## src/rtl/cs_seq_pkg.sv

```systemverilog
// Shared types for the peripheral select sequencer.
package cs_seq_pkg;
    typedef enum logic [2:0] {
        ST_IDLE,   // pins at idle values, ready
        ST_LEAD,   // pattern driven, lead delay running
        ST_SHIFT,  // shift engine busy
        ST_TRAIL,  // trailing delay running
        ST_HOLD    // pattern kept driven, ready
    } cs_state_t;
endpackage

```

## src/rtl/cs_delay_calc.sv

```systemverilog
// Converts delay enables and fields into clock counts.
// Assumes HALF_SCK >= 1 and STD_TRAIL >= 1; a field of 0 encodes 2**DLY_W.
module cs_delay_calc #(
    parameter int DLY_W      = 8,
    parameter int CNT_W      = 14,
    parameter int HALF_SCK   = 4,
    parameter int STD_TRAIL  = 17,
    parameter int TRAIL_UNIT = 32
) (
    input  logic             lead_en,
    input  logic [DLY_W-1:0] lead_len,
    input  logic             trail_en,
    input  logic [DLY_W-1:0] trail_len,
    output logic [CNT_W-1:0] lead_cycles,
    output logic [CNT_W-1:0] trail_cycles
);
    localparam logic [CNT_W-1:0] FULL_FIELD = CNT_W'(1 << DLY_W);
    localparam logic [CNT_W-1:0] UNIT       = CNT_W'(TRAIL_UNIT);

    logic [CNT_W-1:0] lead_field, trail_field;

    // Expand zero fields to their full-scale meaning.
    always_comb begin
        lead_field  = (lead_len  == '0) ? FULL_FIELD : CNT_W'(lead_len);
        trail_field = (trail_len == '0) ? FULL_FIELD : CNT_W'(trail_len);
    end

    // Pick standard or programmed length for each delay.
    always_comb begin
        lead_cycles  = lead_en  ? lead_field : CNT_W'(HALF_SCK);
        trail_cycles = trail_en ? (trail_field * UNIT) : CNT_W'(STD_TRAIL);
    end
endmodule

```

## src/rtl/cs_delay_cnt.sv

```systemverilog
// Down-counter for one delay phase. Loaded with N >= 1; 'expired'
// is high in the N-th cycle after the load edge.
module cs_delay_cnt #(
    parameter int CNT_W = 14
) (
    input  logic             clk,
    input  logic             rst_n,
    input  logic             load,
    input  logic [CNT_W-1:0] load_val,
    output logic             expired
);
    logic [CNT_W-1:0] cnt;

    // Load on request, else count down to zero and stop.
    always_ff @(posedge clk) begin
        if (!rst_n)          cnt <= '0;
        else if (load)       cnt <= load_val;
        else if (cnt != '0)  cnt <= cnt - 1'b1;
    end

    // Last cycle of the loaded delay.
    always_comb expired = (cnt == CNT_W'(1));

    AST_LOAD_NONZERO: assert property (@(posedge clk) disable iff (!rst_n)
        load |-> (load_val != '0));
endmodule

```

## src/rtl/cs_pin_mux.sv

```systemverilog
// Chooses, per pin, between the held pattern and the idle value.
module cs_pin_mux #(
    parameter int SEL_W = 4
) (
    input  logic             drive,
    input  logic [SEL_W-1:0] held_sel,
    input  logic [SEL_W-1:0] idle_sel,
    output logic [SEL_W-1:0] pins
);
    for (genvar i = 0; i < SEL_W; i++) begin : g_pin
        // One select pin: pattern while driving, idle value otherwise.
        always_comb pins[i] = drive ? held_sel[i] : idle_sel[i];
    end
endmodule

```

## src/rtl/cs_seq_ctrl.sv

```systemverilog
// Peripheral select sequencer: accept command, drive pattern, lead
// delay, start pulse, wait done, trailing delay, then hold or release.
// Assumes xfer_done arrives only after xfer_start and that the
// programmed fields stay stable while their delay runs.
module cs_seq_ctrl #(
    parameter int SEL_W      = 4,
    parameter int DLY_W      = 8,
    parameter int HALF_SCK   = 4,
    parameter int STD_TRAIL  = 17,
    parameter int TRAIL_UNIT = 32
) (
    input  logic             clk,
    input  logic             rst_n,
    input  logic             cmd_valid,
    output logic             cmd_ready,
    input  logic [SEL_W-1:0] cmd_sel,
    input  logic             cmd_cont,
    input  logic             cmd_last,
    input  logic             cmd_lead_en,
    input  logic             cmd_trail_en,
    input  logic [SEL_W-1:0] idle_sel,
    input  logic [DLY_W-1:0] lead_len,
    input  logic [DLY_W-1:0] trail_len,
    output logic             xfer_start,
    input  logic             xfer_done,
    output logic [SEL_W-1:0] pcs
);
    import cs_seq_pkg::*;

    localparam int CNT_W = $clog2(TRAIL_UNIT * (1 << DLY_W) + 1);

    cs_state_t        state;
    logic [SEL_W-1:0] cur_sel;
    logic             cur_cont, cur_last, cur_trail_en;
    logic             accept, done_seen, expired, cnt_load;
    logic [CNT_W-1:0] lead_cycles, trail_cycles, cnt_val;

    // Handshake: ready while idle or holding.
    always_comb begin
        cmd_ready = (state == ST_IDLE) || (state == ST_HOLD);
        accept    = cmd_valid && cmd_ready;
        done_seen = (state == ST_SHIFT) && xfer_done;
    end

    cs_delay_calc #(
        .DLY_W(DLY_W), .CNT_W(CNT_W), .HALF_SCK(HALF_SCK),
        .STD_TRAIL(STD_TRAIL), .TRAIL_UNIT(TRAIL_UNIT)
    ) u_calc (
        .lead_en     (cmd_lead_en),
        .lead_len    (lead_len),
        .trail_en    (cur_trail_en),
        .trail_len   (trail_len),
        .lead_cycles (lead_cycles),
        .trail_cycles(trail_cycles)
    );

    // Counter load: lead length on accept, trailing length on done.
    always_comb begin
        cnt_load = accept || done_seen;
        cnt_val  = accept ? lead_cycles : trail_cycles;
    end

    cs_delay_cnt #(.CNT_W(CNT_W)) u_cnt (
        .clk     (clk),
        .rst_n   (rst_n),
        .load    (cnt_load),
        .load_val(cnt_val),
        .expired (expired)
    );

    // Capture the command's own fields when it is accepted.
    always_ff @(posedge clk) begin
        if (!rst_n) begin
            cur_sel      <= '0;
            cur_cont     <= 1'b0;
            cur_last     <= 1'b0;
            cur_trail_en <= 1'b0;
        end else if (accept) begin
            cur_sel      <= cmd_sel;
            cur_cont     <= cmd_cont;
            cur_last     <= cmd_last;
            cur_trail_en <= cmd_trail_en;
        end
    end

    // Phase sequencing.
    always_ff @(posedge clk) begin
        if (!rst_n) begin
            state <= ST_IDLE;
        end else begin
            case (state)
                ST_IDLE, ST_HOLD: if (accept)    state <= ST_LEAD;
                ST_LEAD:          if (expired)   state <= ST_SHIFT;
                ST_SHIFT:         if (xfer_done) state <= ST_TRAIL;
                ST_TRAIL: if (expired)
                    state <= (cur_cont && !cur_last) ? ST_HOLD : ST_IDLE;
                default:          state <= ST_IDLE;
            endcase
        end
    end

    // Start pulse in the final lead-delay cycle.
    always_comb xfer_start = (state == ST_LEAD) && expired;

    cs_pin_mux #(.SEL_W(SEL_W)) u_mux (
        .drive   (state != ST_IDLE),
        .held_sel(cur_sel),
        .idle_sel(idle_sel),
        .pins    (pcs)
    );

    AST_START_PULSE: assert property (@(posedge clk) disable iff (!rst_n)
        xfer_start |=> !xfer_start);
    AST_PINS_HELD: assert property (@(posedge clk) disable iff (!rst_n)
        (state != ST_IDLE && $past(state) != ST_IDLE && !$past(accept))
        |-> $stable(pcs));
    AST_LAST_RELEASES: assert property (@(posedge clk) disable iff (!rst_n)
        ($rose(cmd_ready) && cur_last) |-> (pcs == idle_sel));
    AST_READY_NO_START: assert property (@(posedge clk) disable iff (!rst_n)
        cmd_ready |-> !xfer_start);
endmodule

```

## config.mk

```make
export PLATFORM = sky130hd
export DESIGN_NAME = cs_seq_ctrl
export DESIGN_NICKNAME = d
export VERILOG_FILES = /design/src/rtl/cs_seq_pkg.sv /design/src/rtl/cs_delay_calc.sv /design/src/rtl/cs_delay_cnt.sv /design/src/rtl/cs_pin_mux.sv /design/src/rtl/cs_seq_ctrl.sv
export SDC_FILE = /design/constraint.sdc
export NUM_CORES = 1
export LEC_CHECK = 0
export BUFFER_PORTS_ARGS = -buffer_cell sky130_fd_sc_hd__buf_2
export CORE_MARGIN = 2
export CORE_UTILIZATION = 29
export CTS_CLUSTER_SIZE = 16
export DETAILED_ROUTE_END_ITERATION = 12
export GPL_ROUTABILITY_DRIVEN = 0
export MAX_ROUTING_LAYER = met4
export PLACE_DENSITY = 0.48
export SLEW_MARGIN = 30
export SYNTH_ARGS = -nofsm -noshare
export SYNTH_HDL_FRONTEND = slang
export SYNTH_SLANG_ARGS = --single-unit
```

## constraint.sdc

```tcl
create_clock -name clk -period 2.2 [get_ports clk]
set_clock_uncertainty 0.15 [all_clocks]
set_input_delay 0.33 -clock clk [delete_from_list [all_inputs] [get_ports clk]]
set_output_delay 0.33 -clock clk [all_outputs]
set_load 0.02 [all_outputs]
```

Yosys cells after proc, flatten, opt, wreduce, memory -nomap -nowiden

Cells that the tools add are included.

Register bits: 24
Bits of input ports: 32
Output and inout bits: 6
Logic and storage cells: 48

Add/subtract/negate cells: 1
Equality and inequality tests: 9
Multiplexer cells: 17
Reductions and logical operators: 15

Operators by type and width:

| operator              | count |
|---|---|
| $mux 14               | 5 |
| $mux 9                | 2 |
| $logic_not 8->1       | 2 |
| $mux 3                | 5 |
| $eq 14x1->1 const B   | 1 |
| $reduce_bool 14->1    | 1 |
| $sub 14x1->14 const B | 1 |
| $pmux 3 s4            | 1 |
| $ne 2x2->1 const B    | 4 |
| $eq 3x2->1 const B    | 2 |
| $logic_and 1x1->1     | 4 |
| $mux 1                | 4 |
| $reduce_and 4->1      | 1 |
| $eq 3x1->1 const B    | 1 |
| $eq 3x3->1 const B    | 1 |
| $logic_not 3->1       | 1 |
| $reduce_bool 3->1     | 1 |
| $logic_or 1x1->1      | 2 |
| $reduce_bool 2->1     | 1 |
| $reduce_or 2->1       | 1 |
| $logic_not 1->1       | 1 |

Depth between registers and ports, before layout

Word-level depth: 5
Gate-level depth with buffers: 7
Mapped depth without buffers: 6

By module

A second synthesis with hierarchy kept.

Cells, all modules: 199
Area total of the unflattened synthesis: 1737.9 um^2

Modules (own cells, without submodules):

| module        | instances | cells each | area an instance (um^2) | seq. area each (um^2) |
|---|---|---|---|---|
| cs_delay_cnt  | 1         | 93         | 773.2                   | 280.3 |
| cs_seq_ctrl   | 1         | 69         | 686.9                   | 200.2 |
| cs_delay_calc | 1         | 33         | 232.7                   | 0.0 |
| cs_pin_mux    | 1         | 4          | 45.0                    | 0.0 |

Worst setup path after synthesis

Ideal clock, no wire load.

Kind: register -> output
Start point: register u_cnt.cnt[9]
End point: output xfer_start
Data arrival time: 1.508 ns
Required time: 1.720 ns
Slack: 0.212 ns
Stages on the path, launching flop included: 4
Path buffers: 0
Path through: dfxtp_1 > nor4_2 > nand4_1 > nor4_1

Cells in the longest elaborated chain, start to end: 2

Ends and longest elaborated chain:

| what                     | line               | RTL |
|---|---|---|
| start: declaration       | cs_delay_cnt.sv:12 | `logic [CNT_W-1:0] cnt;` |
| start signal: assignment | cs_delay_cnt.sv:17 | `else if (load) cnt <= load_val;` |
| start signal: assignment | cs_delay_cnt.sv:18 | `else if (cnt != '0) cnt <= cnt - 1'b1;` |
| $eq 14x1->1              | cs_delay_cnt.sv:22 | `always_comb expired = (cnt == CNT_W'(1));` |
| $logic_and 1x1->1        | cs_seq_ctrl.sv:103 | `always_comb xfer_start = (state == ST_LEAD) && expired;` |
| end: declaration         | cs_seq_ctrl.sv:24  | `output logic xfer_start,` |

No other way between the ends.

Worst setup path in the final report

Same ends and word-level chain as after synthesis.

==> impl_metrics.env <==
export IMPL_run_status="finished, final reports clean"
export IMPL_htree_levels=1
export IMPL_crit_path_max_fanout=6
export IMPL_dpl_hpwl_um=3200
export IMPL_finalWirelength_um=4180
export IMPL_ys_types=52
export IMPL_pre_cts_ws_ns=0.226
export IMPL_clock_power_share_pct=13.4
export IMPL_r2r_cells=6
export IMPL_max_cap_viol_count=0
export IMPL_criticalPathCategory="flip-flop to primary output"
export IMPL_groute_usage_overall_pct=16.2
export IMPL_num_nets_final=252
export IMPL_holdPathStages=3
export IMPL_p_comb_share_pct=53.5
export IMPL_die_height_um=75.5
export IMPL_grt_antenna_before_repair=0
export IMPL_power_leakage_nw=0.727
export IMPL_synth_sequential_area_ratio_pct=32.4
export IMPL_irDropWorstVdd_uv=321
export IMPL_synthesis_nets=209
export IMPL_final_min_period_over_clock_period_pct=95.5
export IMPL_clock_sinks=24
export IMPL_vias=1531
export IMPL_fin_ws_ns=0.0979
export IMPL_clock_root_buffer="clkbuf_8"
export IMPL_timing_hold_worst_class="primary input to flip-flop"
export IMPL_pin_count_of_the_biggest_net_entering_global_routing=19
export IMPL_use_met2_pct=28.5
export IMPL_antenna_cells=0
export IMPL_p_seq_share_pct=33.1
export IMPL_die_w_um=75.5
export IMPL_layout_common_cells="buf_2 (37), nand2_1 (24), dfxtp_1 (24)"
export IMPL_synth_ff_latch_count=24
export IMPL_async_reset_ff_share_pct=0
export IMPL_avgRoutedWirePerCell_um=14.6
export IMPL_first_global_vias=1490
export IMPL_synth_edf_count=0
export IMPL_syn_to_final_growth_pct=24.4
export IMPL_worst_setup_path_end_kind="primary output"
export IMPL_vias_per_cell=5.33
export IMPL_layout_min_cycle_time_ns=2.10
export IMPL_synth_area_per_cell_um2=8.47
export IMPL_worst_setup_hold_path_clk_slew_ns=0.09
export IMPL_setup_viol=0
export IMPL_nFillCells=536
export IMPL_postRouteAntennaNets=0
export IMPL_cts_tree="built"
export IMPL_swShare_pct=43.5
export IMPL_fp_row_count=26
export IMPL_clockBufferDepth=2
export IMPL_pins_over_their_slew_limit=0
export IMPL_routing_usage_on_met3_pct=2.25
export IMPL_gr_total_overflow=0
export IMPL_design_portCount=38
export IMPL_use_met1_pct=19.4
export IMPL_mostFrequentLayoutCell="buf_2"
export IMPL_netlist_area_um2=1480
export IMPL_drtPass1Iterations=4
export IMPL_grt_busiest_layer="met2"
export IMPL_detail_route_iter0_violations=90
export IMPL_post_synthesis_instance_total=175
export IMPL_clock_insertion_delay_worst_skew_ns=0.27
export IMPL_fp_dieArea_um2=5700
export IMPL_finalPower_mw=2.33
export IMPL_switching_power_of_the_nets_mw=1.01
export IMPL_hold_violations=0
export IMPL_slew_of_the_pin_with_the_lowest_slew_margin_ns=0.704
export IMPL_ctsHoldBuffers=0
export IMPL_max_clock_freq_ghz=0.476
export IMPL_synth_flop_cell="dfxtp_1"
export IMPL_start_kind="flip-flop"
export IMPL_worst_endpoint_arrival_ns=1.62
export IMPL_grt_pass1_wl_um=6900
export IMPL_cts_buffers=3
export IMPL_critical_path_required_ns=1.72
export IMPL_yosys_warnings=0
export IMPL_share_of_cells_above_drive_strength_1_pct=31.3
export IMPL_floorplan_core_area_um2=5010
export IMPL_timing_max_slew_rel_slack_pct=53.0
export IMPL_io_buffers=37
export IMPL_power_density_nw_per_um2=1260
export IMPL_floorplan_initialDensity_pct=29.6
export IMPL_drc_errors=0
export IMPL_p_int_mw=1.32
-- layout make-up --
| type | instances | area, µm² | area share [%] |
|---|---|---|---|
| inverter | 5 | 18.8 | 1.02 |
| tap | 70 | 87.6 | 4.75 |
| clock buffer | 4 | 55.1 | 2.99 |
| sequential | 24 | 480 | 26.1 |
| timing repair buffer | 45 | 245 | 13.3 |
| multi-input combinational | 139 | 957 | 51.9 |
-- power groups by stage --
stage | registers (mW) | logic (mW) | clock network (mW)
6_report | 0.772 | 1.25 | 0.311
5_1_grt | 0.792 | 1.38 | 0.337
4_1_cts | 0.753 | 1.22 | 0.324
3_5_place_dp | 0.758 | 1.21 | 0
3_3_place_gp | 0.764 | 1.24 | 0
2_1_floorplan | 0.709 | 0.916 | 0
-- worst max-delay path, stage by stage (launching register included) --
cell and delay [ns]:
dfxtp_1 0.38, nor4_4 0.33, nand4_1 0.19, nor4_2 0.25, buf_2 0.20
-- logic make-up (layout without fill, tap and decap cells) --
family | count (synthesis) | count (layout) | share of synthesized area, %
compound gates | 47 | 47 | 23.8
flops | 24 | 24 | 32.4
fa+ha+maj | 2 | 2 | 1.69
xor+xnor | 4 | 4 | 2.36
buf+inv | 12 | 54 | 4.39
mux | 4 | 4 | 3.04
simple gates | 82 | 82 | 32.3
-- synthesized netlist by cell type, types with 2 or more instances --
| cell type | n | share of area [%] |
|---|---|---|
| o22ai_1 | 2 | 0.84 |
| nor2_1 | 8 | 2.0 |
| o211a_1 | 2 | 1.4 |
| a211oi_1 | 3 | 1.5 |
| o21ai_0 | 3 | 1.0 |
| xnor2_1 | 2 | 1.2 |
| nand4_1 | 4 | 1.7 |
| dfxtp_1 | 24 | 32 |
| a32oi_1 | 2 | 1.2 |
| clkbuf_1 | 3 | 0.76 |
| nand2_1 | 24 | 6.1 |
| mux2_2 | 4 | 3.0 |
| nor3_1 | 10 | 3.4 |
| buf_6 | 2 | 1.5 |
| nor4_1 | 7 | 3.0 |
| and3_1 | 4 | 1.7 |
| or4_1 | 2 | 1.0 |
| or3_1 | 3 | 1.3 |
| xor2_1 | 2 | 1.2 |
| ha_1 | 2 | 1.7 |
| nor2b_1 | 2 | 0.84 |
| nand3_1 | 4 | 1.4 |
| a21boi_0 | 12 | 6.1 |
| nor3_2 | 2 | 1.4 |
| a21oi_1 | 5 | 1.7 |
| o221a_2 | 2 | 1.5 |
| a31oi_1 | 4 | 1.7 |
| a311oi_1 | 3 | 1.8 |
| inv_1 | 5 | 1.3 |
-- routing by layer --
| layer | routed length, µm | vias up |
|---|---|---|
| met3 | 205 | 9 |
| met2 | 2110 | 53 |
| met1 | 1810 | 714 |
| met4 | 55 | 0 |
| li1 | - | 755 |
| met5 | 0 | - |
-- state kept, by name (all words and copies together) (netlist names) --
name / count
cur_trail_en: 1
cur_sel: 4
cur_last: 1
state: 3
cur_cont: 1
u_cnt.cnt: 14
-- path summary, 6_finish.rpt --
kind                   endpoint         start  slack [ns]
setup reg to reg  u_cnt.cnt[10]  u_cnt.cnt[1]        0.17
hold / removal       cur_sel[3]    cmd_sel[3]        0.14
hold reg to reg      cur_sel[1]    cur_sel[1]        0.32
setup / recovery     xfer_start  u_cnt.cnt[9]         0.1
-- what timing repair did --
action | CTS | global route
endpoints found under the setup margin | 1 | 1
setup buffers | 0 | 0
gates resized for setup | 1 | 2
pin swaps | 0 | 0
-- metrics by stage --
stage	util (%)	TNS, ns	area [µm²]	std cells	hold WS (ns)
finish	36.8	0	1840	287	0.144
global route	36.8	-0.00221	1840	287	0.158
CTS	36.5	0	1830	287	0.143
detailed placement	35.3	0	1770	283	0.313
global placement	35.3	0	1770	283	0.308
floorplan	-	0	1480	175	0.289
(Power assumes the default switching activity.)
